--- config.mk ---
export PLATFORM = sky130hd
export DESIGN_NAME = hdlc_rx
export DESIGN_NICKNAME = d
export VERILOG_FILES = /design/src/rtl/hdlc_rx_pkg.sv /design/src/rtl/hdlc_rx_line.sv /design/src/rtl/hdlc_rx_crc.sv /design/src/rtl/hdlc_rx_asm.sv /design/src/rtl/hdlc_rx.sv
export SDC_FILE = /design/constraint.sdc
export NUM_CORES = 1
export LEC_CHECK = 0
export ABC_CLOCK_PERIOD_IN_PS = 2400
export BUFFER_PORTS_ARGS = -buffer_cell sky130_fd_sc_hd__buf_2
export CAP_MARGIN = 40
export CORE_MARGIN = 2
export CORE_UTILIZATION = 45
export DETAILED_ROUTE_END_ITERATION = 8
export PLACE_DENSITY = 0.72
export SLEW_MARGIN = 40
export SYNTH_ARGS = -nofsm -noshare
export SYNTH_HDL_FRONTEND = slang
export SYNTH_HIERARCHICAL = 1
export SYNTH_SLANG_ARGS = --single-unit
--- constraint.sdc ---
create_clock -name clk -period 2.4 [get_ports clk]
set_input_delay 0 -clock clk [delete_from_list [all_inputs] [get_ports clk]]
set_output_delay 0 -clock clk [all_outputs]
set_load 0.02 [all_outputs]
--- src/rtl/hdlc_rx_pkg.sv ---
package hdlc_rx_pkg;
  localparam int DELIM_W  = 8;
  localparam int FCS_W    = 16;
  localparam logic [FCS_W-1:0] CRC_POLY = 16'h1021;
  localparam logic [FCS_W-1:0] CRC_INIT = 16'hFFFF;
  localparam logic [FCS_W-1:0] CRC_GOOD = 16'h1D0F;

  typedef enum logic [1:0] {
    ST_HUNT,
    ST_OPEN,
    ST_BODY
  } frm_state_t;
endpackage

--- src/rtl/hdlc_rx_line.sv ---
// Delimiter/abort detection and zero deletion. Bits leave through an
// 8-bit window so a delimiter is recognised before any of its bits
// could be delivered as data; events trail the last data bit by a clock.
module hdlc_rx_line
  import hdlc_rx_pkg::*;
(
  input  logic clk,
  input  logic rst,
  input  logic bit_en,
  input  logic rx_bit,
  output logic dv,
  output logic db,
  output logic flag_ev,
  output logic seven_ev
);
  localparam int RUN_W = 3;

  logic [DELIM_W-1:0] win;
  logic [DELIM_W-1:0] kill;
  logic [RUN_W-1:0]   ones;
  logic               pend_flag, pend_seven;
  logic               is_stuff, is_flag, is_seven, is_idle;

  always_comb begin
    is_stuff = !rx_bit && (ones == RUN_W'(5));
    is_flag  = !rx_bit && (ones == RUN_W'(6));
    is_seven =  rx_bit && (ones == RUN_W'(6));
    is_idle  =  rx_bit && (ones == RUN_W'(7));
  end

  always_ff @(posedge clk) begin
    if (rst) begin
      win        <= '0;
      kill       <= '1;
      ones       <= '0;
      dv         <= 1'b0;
      db         <= 1'b0;
      pend_flag  <= 1'b0;
      pend_seven <= 1'b0;
      flag_ev    <= 1'b0;
      seven_ev   <= 1'b0;
    end else begin
      dv         <= 1'b0;
      pend_flag  <= 1'b0;
      pend_seven <= 1'b0;
      flag_ev    <= pend_flag;
      seven_ev   <= pend_seven;
      if (bit_en) begin
        dv  <= !kill[DELIM_W-1];
        db  <= win[DELIM_W-1];
        win <= {win[DELIM_W-2:0], rx_bit};
        if (is_flag || is_seven)
          kill <= '1;
        else
          kill <= {kill[DELIM_W-2:0], is_stuff || is_idle};
        if (!rx_bit)
          ones <= '0;
        else if (ones != RUN_W'(7))
          ones <= ones + RUN_W'(1);
        pend_flag  <= is_flag;
        pend_seven <= is_seven;
      end
    end
  end
endmodule

--- src/rtl/hdlc_rx_crc.sv ---
module hdlc_rx_crc #(
  parameter int W = 16,
  parameter logic [W-1:0] POLY = 16'h1021,
  parameter logic [W-1:0] INIT = 16'hFFFF
) (
  input  logic         clk,
  input  logic         rst,
  input  logic         clr,
  input  logic         en,
  input  logic         d,
  output logic [W-1:0] crc
);
  always_ff @(posedge clk) begin
    if (rst || clr)
      crc <= INIT;
    else if (en)
      crc <= {crc[W-2:0], 1'b0} ^ ((crc[W-1] ^ d) ? POLY : '0);
  end
endmodule

--- src/rtl/hdlc_rx_asm.sv ---
// Holds back the check field and packs the bits in front of it into
// characters, first bit at position 0.
module hdlc_rx_asm #(
  parameter int CHAR_W   = 8,
  parameter int MIN_CHAR = 5,
  parameter int SEL_W    = 2,
  parameter int HOLD     = 16,
  localparam int CNT_W   = $clog2(CHAR_W),
  localparam int HC_W    = $clog2(HOLD + 1)
) (
  input  logic              clk,
  input  logic              rst,
  input  logic              clr,
  input  logic              en,
  input  logic              d,
  input  logic [SEL_W-1:0]  len_sel,
  output logic              o_valid,
  output logic              o_first,
  output logic              o_have,
  output logic [CHAR_W-1:0] o_char,
  output logic [CNT_W-1:0]  o_pos
);
  logic [HOLD-1:0]   hold;
  logic [HC_W-1:0]   hcnt;
  logic [CHAR_W-1:0] acc, acc_nxt, mask;
  logic [CNT_W-1:0]  last;

  assign last = CNT_W'(MIN_CHAR - 1) + CNT_W'(len_sel);

  generate
    for (genvar i = 0; i < CHAR_W; i++) begin : g_mask
      assign mask[i] = (CNT_W'(i) <= last);
    end
  endgenerate

  always_comb begin
    acc_nxt        = acc;
    acc_nxt[o_pos] = hold[HOLD-1];
  end

  always_ff @(posedge clk) begin
    if (rst || clr) begin
      hold    <= '0;
      hcnt    <= '0;
      acc     <= '0;
      o_pos   <= '0;
      o_valid <= 1'b0;
      o_first <= 1'b0;
      o_have  <= 1'b0;
      if (rst) o_char <= '0;
    end else begin
      o_valid <= 1'b0;
      if (en) begin
        hold <= {hold[HOLD-2:0], d};
        if (hcnt != HC_W'(HOLD)) begin
          hcnt <= hcnt + HC_W'(1);
        end else begin
          acc <= acc_nxt;
          if (o_pos == last) begin
            o_pos   <= '0;
            o_valid <= 1'b1;
            o_char  <= acc_nxt & mask;
            o_first <= !o_have;
            o_have  <= 1'b1;
          end else begin
            o_pos <= o_pos + CNT_W'(1);
          end
        end
      end
    end
  end
endmodule

--- src/rtl/hdlc_rx.sv ---
module hdlc_rx
  import hdlc_rx_pkg::*;
#(
  parameter int CHAR_W   = 8,
  parameter int MIN_CHAR = 5,
  parameter int SEL_W    = 2,
  localparam int CNT_W   = $clog2(CHAR_W)
) (
  input  logic              clk,
  input  logic              rst,
  input  logic              bit_en,
  input  logic              rx_bit,
  input  logic [SEL_W-1:0]  char_len_sel,
  input  logic              addr_match_en,
  input  logic [CHAR_W-1:0] match_addr,
  output logic [CHAR_W-1:0] rx_data,
  output logic              rx_valid,
  output logic              frame_start,
  output logic              frame_end,
  output logic              frame_ok,
  output logic              crc_err,
  output logic              abort_flag,
  output logic              eop_flag,
  output logic [CNT_W-1:0]  residue_bits
);
  logic              dv, db, flag_ev, seven_ev;
  logic              feed, clr;
  logic [FCS_W-1:0]  crc;
  logic              a_valid, a_first, a_have;
  logic [CHAR_W-1:0] a_char;
  logic [CNT_W-1:0]  a_pos;
  frm_state_t        st;
  logic              rej, rej_now, addr_hit;

  assign feed = dv && (st != ST_HUNT);
  assign clr  = flag_ev || seven_ev;

  hdlc_rx_line i_line (
    .clk(clk), .rst(rst), .bit_en(bit_en), .rx_bit(rx_bit),
    .dv(dv), .db(db), .flag_ev(flag_ev), .seven_ev(seven_ev)
  );

  hdlc_rx_crc #(.W(FCS_W), .POLY(CRC_POLY), .INIT(CRC_INIT)) i_crc (
    .clk(clk), .rst(rst), .clr(clr), .en(feed), .d(db), .crc(crc)
  );

  hdlc_rx_asm #(.CHAR_W(CHAR_W), .MIN_CHAR(MIN_CHAR), .SEL_W(SEL_W), .HOLD(FCS_W)) i_asm (
    .clk(clk), .rst(rst), .clr(clr), .en(feed), .d(db), .len_sel(char_len_sel),
    .o_valid(a_valid), .o_first(a_first), .o_have(a_have),
    .o_char(a_char), .o_pos(a_pos)
  );

  assign addr_hit = !addr_match_en || (a_char == match_addr);
  assign rej_now  = rej || (a_valid && a_first && !addr_hit);

  always_ff @(posedge clk) begin
    if (rst) begin
      st           <= ST_HUNT;
      rej          <= 1'b0;
      rx_data      <= '0;
      rx_valid     <= 1'b0;
      frame_start  <= 1'b0;
      frame_end    <= 1'b0;
      frame_ok     <= 1'b0;
      crc_err      <= 1'b0;
      abort_flag   <= 1'b0;
      eop_flag     <= 1'b0;
      residue_bits <= '0;
    end else begin
      rx_valid    <= a_valid && !rej_now;
      frame_start <= a_valid && a_first && !rej_now;
      if (a_valid) rx_data <= a_char;
      frame_end <= 1'b0;
      eop_flag  <= 1'b0;
      rej       <= rej_now;
      if (flag_ev) begin
        if (st == ST_BODY && !rej_now) begin
          frame_end    <= 1'b1;
          crc_err      <= (crc != CRC_GOOD);
          frame_ok     <= (crc == CRC_GOOD) && a_have;
          abort_flag   <= 1'b0;
          residue_bits <= a_pos;
        end
        st  <= ST_OPEN;
        rej <= 1'b0;
      end else if (seven_ev) begin
        if (st == ST_BODY && !rej_now) begin
          frame_end    <= 1'b1;
          crc_err      <= 1'b0;
          frame_ok     <= 1'b0;
          abort_flag   <= 1'b1;
          residue_bits <= a_pos;
        end else if (st == ST_OPEN) begin
          eop_flag <= 1'b1;
        end
        st  <= ST_HUNT;
        rej <= 1'b0;
      end else if (dv && st == ST_OPEN) begin
        st <= ST_BODY;
      end
    end
  end
endmodule

==> summary.md <==
| Metric | Value |
|---|---|
| Maximum clock path buffer count | `2` |
| Yosys reg bits | `roughly 110` |
| Row cnt | `36` |
| Synth warn | `6` |
| Die H | `~100 um` |
| DR vias | `about 3200` |
| N_diodes | `0` |
| Compound-Gate Fraction of Synth Area | `0.08905` |
| Syn Std Cell Area | `4581 um^2` |
| GP Congestion | `0.8451` |
| Total power divided by cell area | `about 600 nW/um^2` |
| Wire per inst | `roughly 13 um` |
| Number of I/O port buffers | `32` |
| Final Total Pwr | `3.049 mW` |
| Final setup viols | `0` |
| Final min period | `approximately 1.9 ns` |
| WS Path Type | `flop to flop` |
| CTS tree | `built` |
| Final Net Count | `roughly 500` |
| Share of the yosys chip area belonging to registers | `0.4764` |
| Status | `finished, final reports clean` |
| Most frequent cell after synthesis | `dfxtp_1` |
| Ratio of cells with drive above 1 in the final layout | `0.1376` |
| Min-Delay Path Class | `primary input to flop` |
| Post-synth top flop | `dfxtp_1` |
| CP Capture Type | `flop` |
| Post-route cell area | `about 5000 um^2` |
| WHS | `0.05033 ns` |
| Buf/Inv on CP | `1` |
| Pre-antenna DRT Iters | `4` |
| RSZ-0062 raised after global routing | `no` |
| Final period utilization | `0.7878` |
| Routed Antenna Nets | `0` |
| Vias/cell | `5.223` |
| Clk_lat worst skew | `around 0.37 ns` |
| Reg clk slew, reported paths | `approximately 0.11 ns` |
| Remaining Overflow, GRT | `0` |
| Slowest stage delay, CP | `approximately 0.60 ns` |
| Yosys cell types | `between 60 and 70` |
| Drt initial violations | `approximately 180` |
| Critical Path AT | `2.09 ns` |
| Fmax | `between 0.5 and 0.6 GHz` |
| TritonCTS Buffers | `9` |
| Hold depth | `3` |
| Chip Width | `104.9 um` |
| Core Footprint | `around 9800 um^2` |
| Mapped Nets | `around 480` |
| Filler cell count | `903` |
| FF-to-FF Start | `i_line/flag_ev` |
| Crit-path slowest cell | `nor2_1` |
| Top cell type's share of synthesized area | `0.4239` |
| Worst slack, placed | `~0.58 ns` |
| Max_cap viols | `0` |
| Startpoint Class | `flop` |
| Final slew viol count | `0` |
| Post-CTS setup buffer count | `0` |
| Synth Area in XOR/XNOR | `0.03469` |
| CTS H-tree lvls | `3` |
| Critical Path Most Common Cell | `nor2_1` |
| Largest net degree at the start of global routing | `39` |
| Top Family by Delay on Critical Path | `simple AND/OR/NAND/NOR gates` |
| DRC violations left | `0` |
| Initial antenna violation count | `0` |
| Post-synthesis mux area share | `0.1246` |
| First-pass GRT wire length | `14.28 mm` |
| CP Cell Sequence | `nor2_1 -> inv_1 -> nor2_1 -> nand2_1 -> nor3b_1` |
| Synth Instances | `between 400 and 500` |
| DP Wirelength | `between 5 and 6 mm` |
| Setup TNS | `0 ns` |
| Reg-to-Reg End | `i_asm/o_char[7]` |
| Post-route setup slack | `0.5094 ns` |
| Synth cell count leaders | `dfxtp_1 (97), mux2i_1 (57), nor2_1 (57)` |
| Normalized max-slew margin | `0.5078` |
| R2R cell count | `5` |
| Area post-placement | `4803 um^2` |
| CP Data Required Time | `between 2 and 3 ns` |
| Leakage power | `between 1.5 and 2 nW` |
| Worst Hold Endpoint | `i_asm/o_char[6]` |
| Area contributors post-synth | `dfxtp_1 (42%), mux2i_1 (12%), edfxtp_1 (5.2%), nor2_1 (4.7%), nand2_1 (2.5%)` |
| Synth area leader | `dfxtp_1` |
| Hold Crit Start | `char_len_sel[1]` |
| # clock sinks | `approximately 110` |
| VDD IR max | `approximately 340 uV` |
| EDFF count, synth | `8` |
| Hold Violations, Final | `0` |
| Mean area per synthesized cell | `9.958 um^2` |
| Number of global-route vias before repair | `roughly 3200` |
| Setup slack, reg-to-reg | `about 0.51 ns` |
| Total Routed Length | `8.146 mm` |
| Ys async rst share | `0` |
| Ports | `33` |
| Die Area | `between 10000 and 15000 um^2` |
| Largest family of logic cells by synthesized area | `simple AND/OR/NAND/NOR gates` |
| Global-route usage over all layers | `0.1559` |
| Worst slew pin tran | `approximately 0.74 ns` |
| P&R area growth vs syn | `10.05%` |
| Worst-path maximum fanout | `12` |
| Root buffer cell | `clkbuf_8` |
| Synth Area in Simple Gates | `0.2128` |
| Setup Skew | `roughly 0.017 ns` |
| Starting Density | `0.4665` |
| Adder-Cell Fraction of Synth Area | `0.01912` |
cells in the final DEF, fill, tap and decap left out, types with 9 or more instances in the layout:
cell,instances
inv_1,12
dfxtp_1,97
nand3_1,11
nand2b_1,9
nand2_1,30
nor3b_1,13
mux2i_1,57
nand4_1,10
clkbuf_8,9
xnor2_1,12
a21oi_1,17
nor2_1,57
nor3_1,9
buf_2,32
worst min-delay path, stage by stage:
cell and delay (ns):
buf_2 0.13, nand2_1 0.08, nor2_1 0.05
what timing repair did:
item / 4_1_cts / 5_1_grt
hold endpoints to repair: 10 / 0
hold buffers: 2 / 0
gates resized for setup: 0 / 0
endpoints found under the setup margin: 0 / 0
how the worst max path moves through the flow:
stage | start | endpoint | slack (ns) | cells past startpoint
CTS | st[0] | i_asm/hcnt[0] | 0.55 | 5
finish | i_line/flag_ev | i_asm/o_char[7] | 0.51 | 5
floorplan | st[0] | i_asm/o_char[0] | 0.50 | 6
detailed placement | i_asm/hcnt[0] | i_asm/o_char[1] | 0.58 | 6
global placement | i_asm/hcnt[0] | i_asm/o_char[2] | 0.64 | 6
global route | i_line/flag_ev | i_asm/o_char[7] | 0.25 | 5
state kept, by name, summed over array words and instances, names as in the netlist, 2 cells and up:
name and count:
i_line/kill 8, i_asm/hold 16, i_crc/crc 16, i_line/win 8, i_asm/o_char 8, rx_data 8
i_asm/acc 8, st 2, i_asm/hcnt 5, residue_bits 3, i_asm/o_pos 3, i_line/ones 3
cells by family after synthesis:
group | after synthesis
flip-flops | 105
AO/OA/AOI/OAI | 58
buffers and inverters | 42
multiplexers | 57
AND/OR/NAND/NOR | 176
XOR/XNOR | 15
adder cells (fa/ha/maj) | 7
metrics by stage:
step,std cells,util
after floorplan,460,-
after global placement,602,0.4892
after detailed placement,602,0.4892
after CTS,620,0.5134
after global routing,620,0.5134
final,620,0.5134
layout make-up:
type,count,area (um^2),share of cell area
repair buffers,40,225.2,0.04468
clock buffers,9,123.9,0.02457
well taps,133,166.4,0.03301
multi-input cells,313,2201,0.4366
clock inverters,7,93.84,0.01862
inverters,13,48.80,0.009680
flip-flops and latches,105,2182,0.4329
layer usage:
metal | track usage | routed length [um] | vias to the layer above
met5 | 0 | 0 | -
met4 | 0.06952 | 148 | 0
met3 | 0.02745 | 274 | 13
met2 | 0.2537 | 3768 | 58
met1 | 0.2021 | 3955 | 1505
li1 | - | - | 1662
where the power goes:
| part | switching [mW] | internal [mW] | total, mW |
|---|---|---|---|
| clock | 0.653 | 0.514 | 1.17 |
| sequential | 0.00723 | 1.77 | 1.78 |
| combinational | 0.0598 | 0.0430 | 0.103 |
| total | 0.720 | 2.33 | 3.05 |
No activity file was read; power rests on OpenSTA's default activity.
